## src/rtl/gpio_ctrl_pkg.sv

```systemverilog
package gpio_ctrl_pkg;

  // widest group index supported (up to 8 groups of 32 pins)
  localparam int GRP_IDX_W = 3;

  typedef enum logic [2:0] {
    SEL_NONE,
    SEL_DIR,
    SEL_OUT,
    SEL_SET,
    SEL_CLR,
    SEL_IN
  } wordSel_e;

  // strobes handed from the address decode to the register datapath
  typedef struct packed {
    logic [GRP_IDX_W-1:0] group;
    wordSel_e             sel;
    logic                 wr;
  } busStrobe_t;

endpackage

```

## src/rtl/gpio_addr_decode.sv

```systemverilog
module gpio_addr_decode
  import gpio_ctrl_pkg::*;
#(
  parameter int ADDR_W       = 8,
  parameter int NUM_GROUPS   = 5,
  parameter int GROUP_BASE   = 16,
  parameter int GROUP_STRIDE = 40
) (
  input  logic [ADDR_W-1:0] busAddr,
  input  logic              busWrEn,
  output busStrobe_t        strobe
);

  localparam int WORDS_MAPPED = 5;
  localparam int SPAN_BYTES   = WORDS_MAPPED * 4;

  always_comb begin
    logic [31:0] addrExt;
    logic [31:0] start;
    logic [31:0] off;
    strobe  = '{group: '0, sel: SEL_NONE, wr: 1'b0};
    addrExt = 32'(busAddr);
    for (int g = 0; g < NUM_GROUPS; g++) begin
      start = 32'(GROUP_BASE + g * GROUP_STRIDE);
      off   = addrExt - start;
      if (addrExt[1:0] == 2'b00 && addrExt >= start && off < 32'(SPAN_BYTES)) begin
        strobe.group = GRP_IDX_W'(g);
        case (off[4:2])
          3'd0:    strobe.sel = SEL_DIR;
          3'd1:    strobe.sel = SEL_OUT;
          3'd2:    strobe.sel = SEL_SET;
          3'd3:    strobe.sel = SEL_CLR;
          3'd4:    strobe.sel = SEL_IN;
          default: strobe.sel = SEL_NONE;
        endcase
      end
    end
    strobe.wr = busWrEn && (strobe.sel != SEL_NONE);
  end

endmodule

```

## src/rtl/gpio_pin_datapath.sv

```systemverilog
module gpio_pin_datapath
  import gpio_ctrl_pkg::*;
#(
  parameter int PIN_COUNT  = 144,
  parameter int NUM_GROUPS = 5
) (
  input  logic                 clk,
  input  logic                 rstN,
  input  busStrobe_t           strobe,
  input  logic [31:0]          wrData,
  input  logic [PIN_COUNT-1:0] padIn,
  output logic [31:0]          rdData,
  output logic [PIN_COUNT-1:0] padOut,
  output logic [PIN_COUNT-1:0] padOe
);

  localparam int NPINS = NUM_GROUPS * 32;

  function automatic logic [31:0] groupMask(int g);
    logic [31:0] m;
    for (int b = 0; b < 32; b++) m[b] = (g * 32 + b) < PIN_COUNT;
    return m;
  endfunction

  logic [NPINS-1:0] padWide;
  logic [NPINS-1:0] dirAll;
  logic [NPINS-1:0] outAll;
  logic [NPINS-1:0] inAll;

  always_comb begin
    padWide                = '0;
    padWide[PIN_COUNT-1:0] = padIn;
  end

  for (genvar g = 0; g < NUM_GROUPS; g++) begin : gGroup
    localparam logic [31:0] VALID = groupMask(g);
    logic [31:0] dirQ, outQ, syncA, syncB;
    logic        hit;

    assign hit = strobe.wr && (strobe.group == GRP_IDX_W'(g));

    always_ff @(posedge clk or negedge rstN) begin
      if (!rstN) begin
        dirQ <= VALID;
        outQ <= '0;
      end else if (hit) begin
        case (strobe.sel)
          SEL_DIR: dirQ <= wrData & VALID;
          SEL_OUT: outQ <= wrData & VALID;
          SEL_SET: outQ <= outQ | (wrData & VALID);
          SEL_CLR: outQ <= outQ & ~wrData;
          default: ;
        endcase
      end
    end

    always_ff @(posedge clk or negedge rstN) begin
      if (!rstN) begin
        syncA <= '0;
        syncB <= '0;
      end else begin
        syncA <= padWide[g*32 +: 32];
        syncB <= syncA;
      end
    end

    assign dirAll[g*32 +: 32] = dirQ;
    assign outAll[g*32 +: 32] = outQ;
    assign inAll[g*32 +: 32]  = syncB;
  end

  always_comb begin
    rdData = '0;
    for (int g = 0; g < NUM_GROUPS; g++) begin
      if (strobe.group == GRP_IDX_W'(g)) begin
        case (strobe.sel)
          SEL_DIR: rdData = dirAll[g*32 +: 32];
          SEL_OUT: rdData = outAll[g*32 +: 32];
          SEL_IN:  rdData = inAll[g*32 +: 32];
          default: rdData = '0;
        endcase
      end
    end
  end

  assign padOe  = ~dirAll[PIN_COUNT-1:0];
  assign padOut = outAll[PIN_COUNT-1:0];

endmodule

```

## src/rtl/gpio_bank_ctrl.sv

```systemverilog
module gpio_bank_ctrl
  import gpio_ctrl_pkg::*;
#(
  parameter int PIN_COUNT    = 144,
  parameter int ADDR_W       = 8,
  parameter int GROUP_BASE   = 16,
  parameter int GROUP_STRIDE = 40
) (
  input  logic                 clk,
  input  logic                 rstN,
  input  logic [ADDR_W-1:0]    busAddr,
  input  logic                 busWrEn,
  input  logic [31:0]          busWrData,
  output logic [31:0]          busRdData,
  input  logic [PIN_COUNT-1:0] padIn,
  output logic [PIN_COUNT-1:0] padOut,
  output logic [PIN_COUNT-1:0] padOe
);

  localparam int NUM_GROUPS = (PIN_COUNT + 31) / 32;

  busStrobe_t strobe;

  gpio_addr_decode #(
    .ADDR_W(ADDR_W), .NUM_GROUPS(NUM_GROUPS),
    .GROUP_BASE(GROUP_BASE), .GROUP_STRIDE(GROUP_STRIDE)
  ) i_decode (
    .busAddr(busAddr), .busWrEn(busWrEn), .strobe(strobe)
  );

  gpio_pin_datapath #(
    .PIN_COUNT(PIN_COUNT), .NUM_GROUPS(NUM_GROUPS)
  ) i_datapath (
    .clk(clk), .rstN(rstN), .strobe(strobe), .wrData(busWrData),
    .padIn(padIn), .rdData(busRdData), .padOut(padOut), .padOe(padOe)
  );

endmodule

```

## config.mk

```make
export PLATFORM = sky130hd
export DESIGN_NAME = gpio_bank_ctrl
export DESIGN_NICKNAME = d
export VERILOG_FILES = /design/src/rtl/gpio_ctrl_pkg.sv /design/src/rtl/gpio_addr_decode.sv /design/src/rtl/gpio_pin_datapath.sv /design/src/rtl/gpio_bank_ctrl.sv
export SDC_FILE = /design/constraint.sdc
export NUM_CORES = 1
export LEC_CHECK = 0
export ABC_AREA = 1
export BUFFER_PORTS_ARGS = -buffer_cell sky130_fd_sc_hd__buf_2
export CAP_MARGIN = 5
export CORE_MARGIN = 5
export CORE_UTILIZATION = 42
export CTS_CLUSTER_SIZE = 12
export DETAILED_ROUTE_END_ITERATION = 12
export GPL_TIMING_DRIVEN = 1
export HOLD_SLACK_MARGIN = 0.08
export PLACE_DENSITY = 0.66
export SYNTH_ARGS = -nofsm -noshare
export SYNTH_HDL_FRONTEND = slang
export SYNTH_SLANG_ARGS = --single-unit
```

## constraint.sdc

```tcl
create_clock -name clk -period 3.7 [get_ports clk]
set_clock_uncertainty 0.1 [all_clocks]
set_input_delay 0.74 -clock clk [delete_from_list [all_inputs] [get_ports clk]]
set_output_delay 0.74 -clock clk [all_outputs]
set_load 0.01 [all_outputs]
```

==> results.sh <==
export IMPL_status="finished, violations left"
export IMPL_violations="negative setup slack"
export IMPL_hold_viol=0
export IMPL_ys_types=34
export IMPL_p_leak_uw=0.0170
export IMPL_overflow=0
export IMPL_place_hpwl_mm=76.4
export IMPL_core_area_um2=61600
export IMPL_max_stage_delay_ns=0.25
export IMPL_netlist_area_um2=26100
export IMPL_die_h_um=259
export IMPL_hold_buffers=0
export IMPL_setup_viol=32
export IMPL_p_total_uw=15300
export IMPL_totalWireLength_mm=106
export IMPL_cts_root_buf="clkbuf_16"
export IMPL_route_detailed_wl_per_inst_um=23.3
export IMPL_async_reset_ff_share_pct=100
export IMPL_critPathArrivalTime_ns=3.48
export IMPL_multi_input_area_um2=10200
export IMPL_ctsHtreeMaxLevel=3
export IMPL_ys_seq_area_share_pct=57.4
export IMPL_power_density_nw_per_um2=428
export IMPL_synth_nets=3161
export IMPL_worst_skew_pair_late_latency_ns=0.61
export IMPL_grt_max_degree=90
export IMPL_syn_to_final_growth_pct=37.0
export IMPL_pin_count=507
export IMPL_ys_ff_latch=592
export IMPL_synth_edf_count=0
export IMPL_ir_drop_mv=0.364
export IMPL_path_clk_slew_ns=0.05
export IMPL_drive_gt1_share_pct=37.1
export IMPL_cap_viol_max_count=0
export IMPL_start_kind="input port"
export IMPL_worstSetupEndpointType="output port"
export IMPL_place_area_um2=31300
export IMPL_grt_pass1_vias=22400
export IMPL_rr_worst_depth=3
export IMPL_gp_congestion=1.03
export IMPL_path_class="input port to output port"
export IMPL_ant_nets=0
export IMPL_routed_via_density=5.38
export IMPL_regArea_um2=15000
export IMPL_postSynthAreaPerCell_um2=8.81
export IMPL_cp_required_ns=2.86
export IMPL_ys_warnings_count=0
export IMPL_synthFlopType="dfrtp_1"
export IMPL_placed_cells=4351
export IMPL_max_freq_ghz=0.231
export IMPL_die_w_um=259
export IMPL_fin_ws_ns=-0.624
export IMPL_fin_area_um2=35800
export IMPL_cts_sinks=592
export IMPL_num_nets_final=3832
export IMPL_grt_first_pass_wirelength_mm=150
export IMPL_holdWs_ns=0.0804
export IMPL_rows=91
export IMPL_maxSlewViolCount=0
export IMPL_finalCritPeriodShare_pct=117
export IMPL_synthCells=2963
export IMPL_start_util_pct=42.4
export IMPL_clockBufferDepth=3
export IMPL_min_path_type="input port to async pin"
export IMPL_num_fill_cells=5422
export IMPL_cp_max_fo=6
export IMPL_antenna_found_initial=13
export IMPL_slowest_stage="ha_4"
export IMPL_port_buffers=506
export IMPL_vias=24400
export IMPL_cts_tree="done"
export IMPL_fp_dieArea_um2=67300
export IMPL_first_pass_iters=6
export IMPL_min_period_ns=4.32
export IMPL_relSlewSlack_pct=47.9
export IMPL_fin_cells=4537
export IMPL_cts_buffers=68
export IMPL_grt_total_usage_pct=29.6
export IMPL_drcViolationCount=0
export IMPL_grt_setup_unrepaired="yes"
export IMPL_drt_iter0_markers=3083
export IMPL_tightest_slew_ns=0.781
## power breakdown
part	total, uW	leakage [uW]	switching [uW]	internal [uW]
logic	1560	0.00881	956	605
registers	7060	0.00706	259	6800
clock network	6710	0.00110	2770	3940
total	15300	0.0170	3980	11300
## worst max-delay path, delay by kind of cell
kind | cells | cell delay (ns)
compound gates | 1 | 0.11
fa+ha+maj | 2 | 0.37
buf+inv | 8 | 0.98
simple gates | 14 | 1.26
## metal layers
layer  GRT usage (%)  share of wire, %
met1            45.6                43
met2            38.6                41
met3            7.40                11
met4            13.8               5.4
met5               0             0.032
## kinds of logic (layout without fill, tap and decap cells)
group | after synthesis | count (layout) | synth area share, %
simple gates | 1308 | 1308 | 23.1
compound gates | 581 | 581 | 11.4
other cells | 0 | 11 | 0
buf+inv | 471 | 1197 | 7.49
flops | 592 | 592 | 57.4
fa+ha+maj | 11 | 11 | 0.527
## state kept, by name (all words and copies together) (netlist names)
register                 flops
i_datapath.gGroup.syncB    144
i_datapath.gGroup.dirQ     144
i_datapath.gGroup.outQ     160
i_datapath.gGroup.syncA    144
## path summary, 6_finish.rpt
check,endpoint,from,slack (ns)
setup / recovery,busRdData[14],busAddr[5],-0.62
hold / removal,i_datapath.gGroup[2].syncA[26]$_DFF_PN0_,rstN,0.08
setup reg to reg,i_datapath.gGroup[2].outQ[0]$_DFFE_PN0P_,i_datapath.gGroup[2].outQ[0]$_DFFE_PN0P_,2.45
hold reg to reg,i_datapath.gGroup[3].syncB[17]$_DFF_PN0_,i_datapath.gGroup[3].syncA[17]$_DFF_PN0_,0.23
max in group asynchronous,i_datapath.gGroup[3].dirQ[9]$_DFFE_PN1P_,rstN,2.38
min in group clk,i_datapath.gGroup[3].syncA[2]$_DFF_PN0_,padIn[98],0.12
## cell usage in the layout, fill, tap and decap left out, types with 3 or more instances in the layout
cell type,n
buf_8,10
inv_2,17
or2_2,95
buf_6,54
a21oi_1,144
dfstp_2,144
nand4_1,159
ha_4,7
clkinv_2,14
nand2_2,56
buf_2,475
nor2_2,8
inv_6,4
clkbuf_1,19
buf_16,9
clkbuf_8,11
clkinv_1,3
nor2_4,24
clkbuf_16,82
nand3_4,17
dfrtp_1,448
o21ai_0,118
buf_12,62
nand3_1,122
ha_1,4
nand2_4,30
o21ai_2,8
nor2_1,68
inv_4,5
buf_4,164
nand2_1,623
o21a_1,16
diode_2,11
nor3_1,46
o21ai_1,290
bufinv_16,3
inv_1,259
nand3_2,56
## timing repair
item,CTS,global route
setup endpoints to repair,32,32
gates resized for setup,195,211
pin swaps,44,64
cloned,8,15
setup buffers,20,14
## synthesized netlist by cell type (2+ instances only)
cell | n | area, um2
nor2_1 | 96 | 360
clkbuf_1 | 77 | 289
dfrtp_1 | 448 | 11200
buf_6 | 2 | 22.5
a21oi_1 | 145 | 726
nand3_1 | 185 | 926
o21a_1 | 16 | 120
clkinv_1 | 3 | 11.3
nand4_1 | 159 | 995
buf_1 | 13 | 48.8
nand3_4 | 9 | 158
nor2_4 | 2 | 22.5
nand2_4 | 5 | 56.3
nand2_2 | 5 | 31.3
inv_2 | 8 | 30.0
buf_2 | 75 | 375
nor2_2 | 2 | 12.5
o21ai_0 | 171 | 856
inv_1 | 274 | 1030
nand2_1 | 700 | 2630
or2_2 | 95 | 594
o21ai_1 | 245 | 1230
nor3_1 | 46 | 230
dfstp_2 | 144 | 3780
buf_4 | 18 | 135
nand3b_1 | 2 | 15.0
ha_1 | 11 | 138
## layout make-up
| class | count | share of cell area, % |
|---|---|---|
| flip-flops and latches | 592 | 41.9 |
| multi-input cells | 1900 | 28.5 |
| repair buffers | 787 | 17.3 |
| clock buffers | 100 | 5.52 |
| inverters | 285 | 3.05 |
| well taps | 837 | 2.93 |
| clock inverters | 25 | 0.682 |
| diodes | 11 | 0.0770 |
## per-stage QoR
step           worst slack [ns]  util (%)  TNS, ns
6_report                 -0.624      58.1   -17.53
5_1_grt                  -0.756      58.1   -21.74
4_1_cts                  -0.562      56.3   -15.72
3_5_place_dp             -0.964      50.8   -93.48
3_3_place_gp             -0.938      50.8   -81.52
2_1_floorplan           0.00400         -        0
No activity file was read; power rests on OpenSTA's default activity.
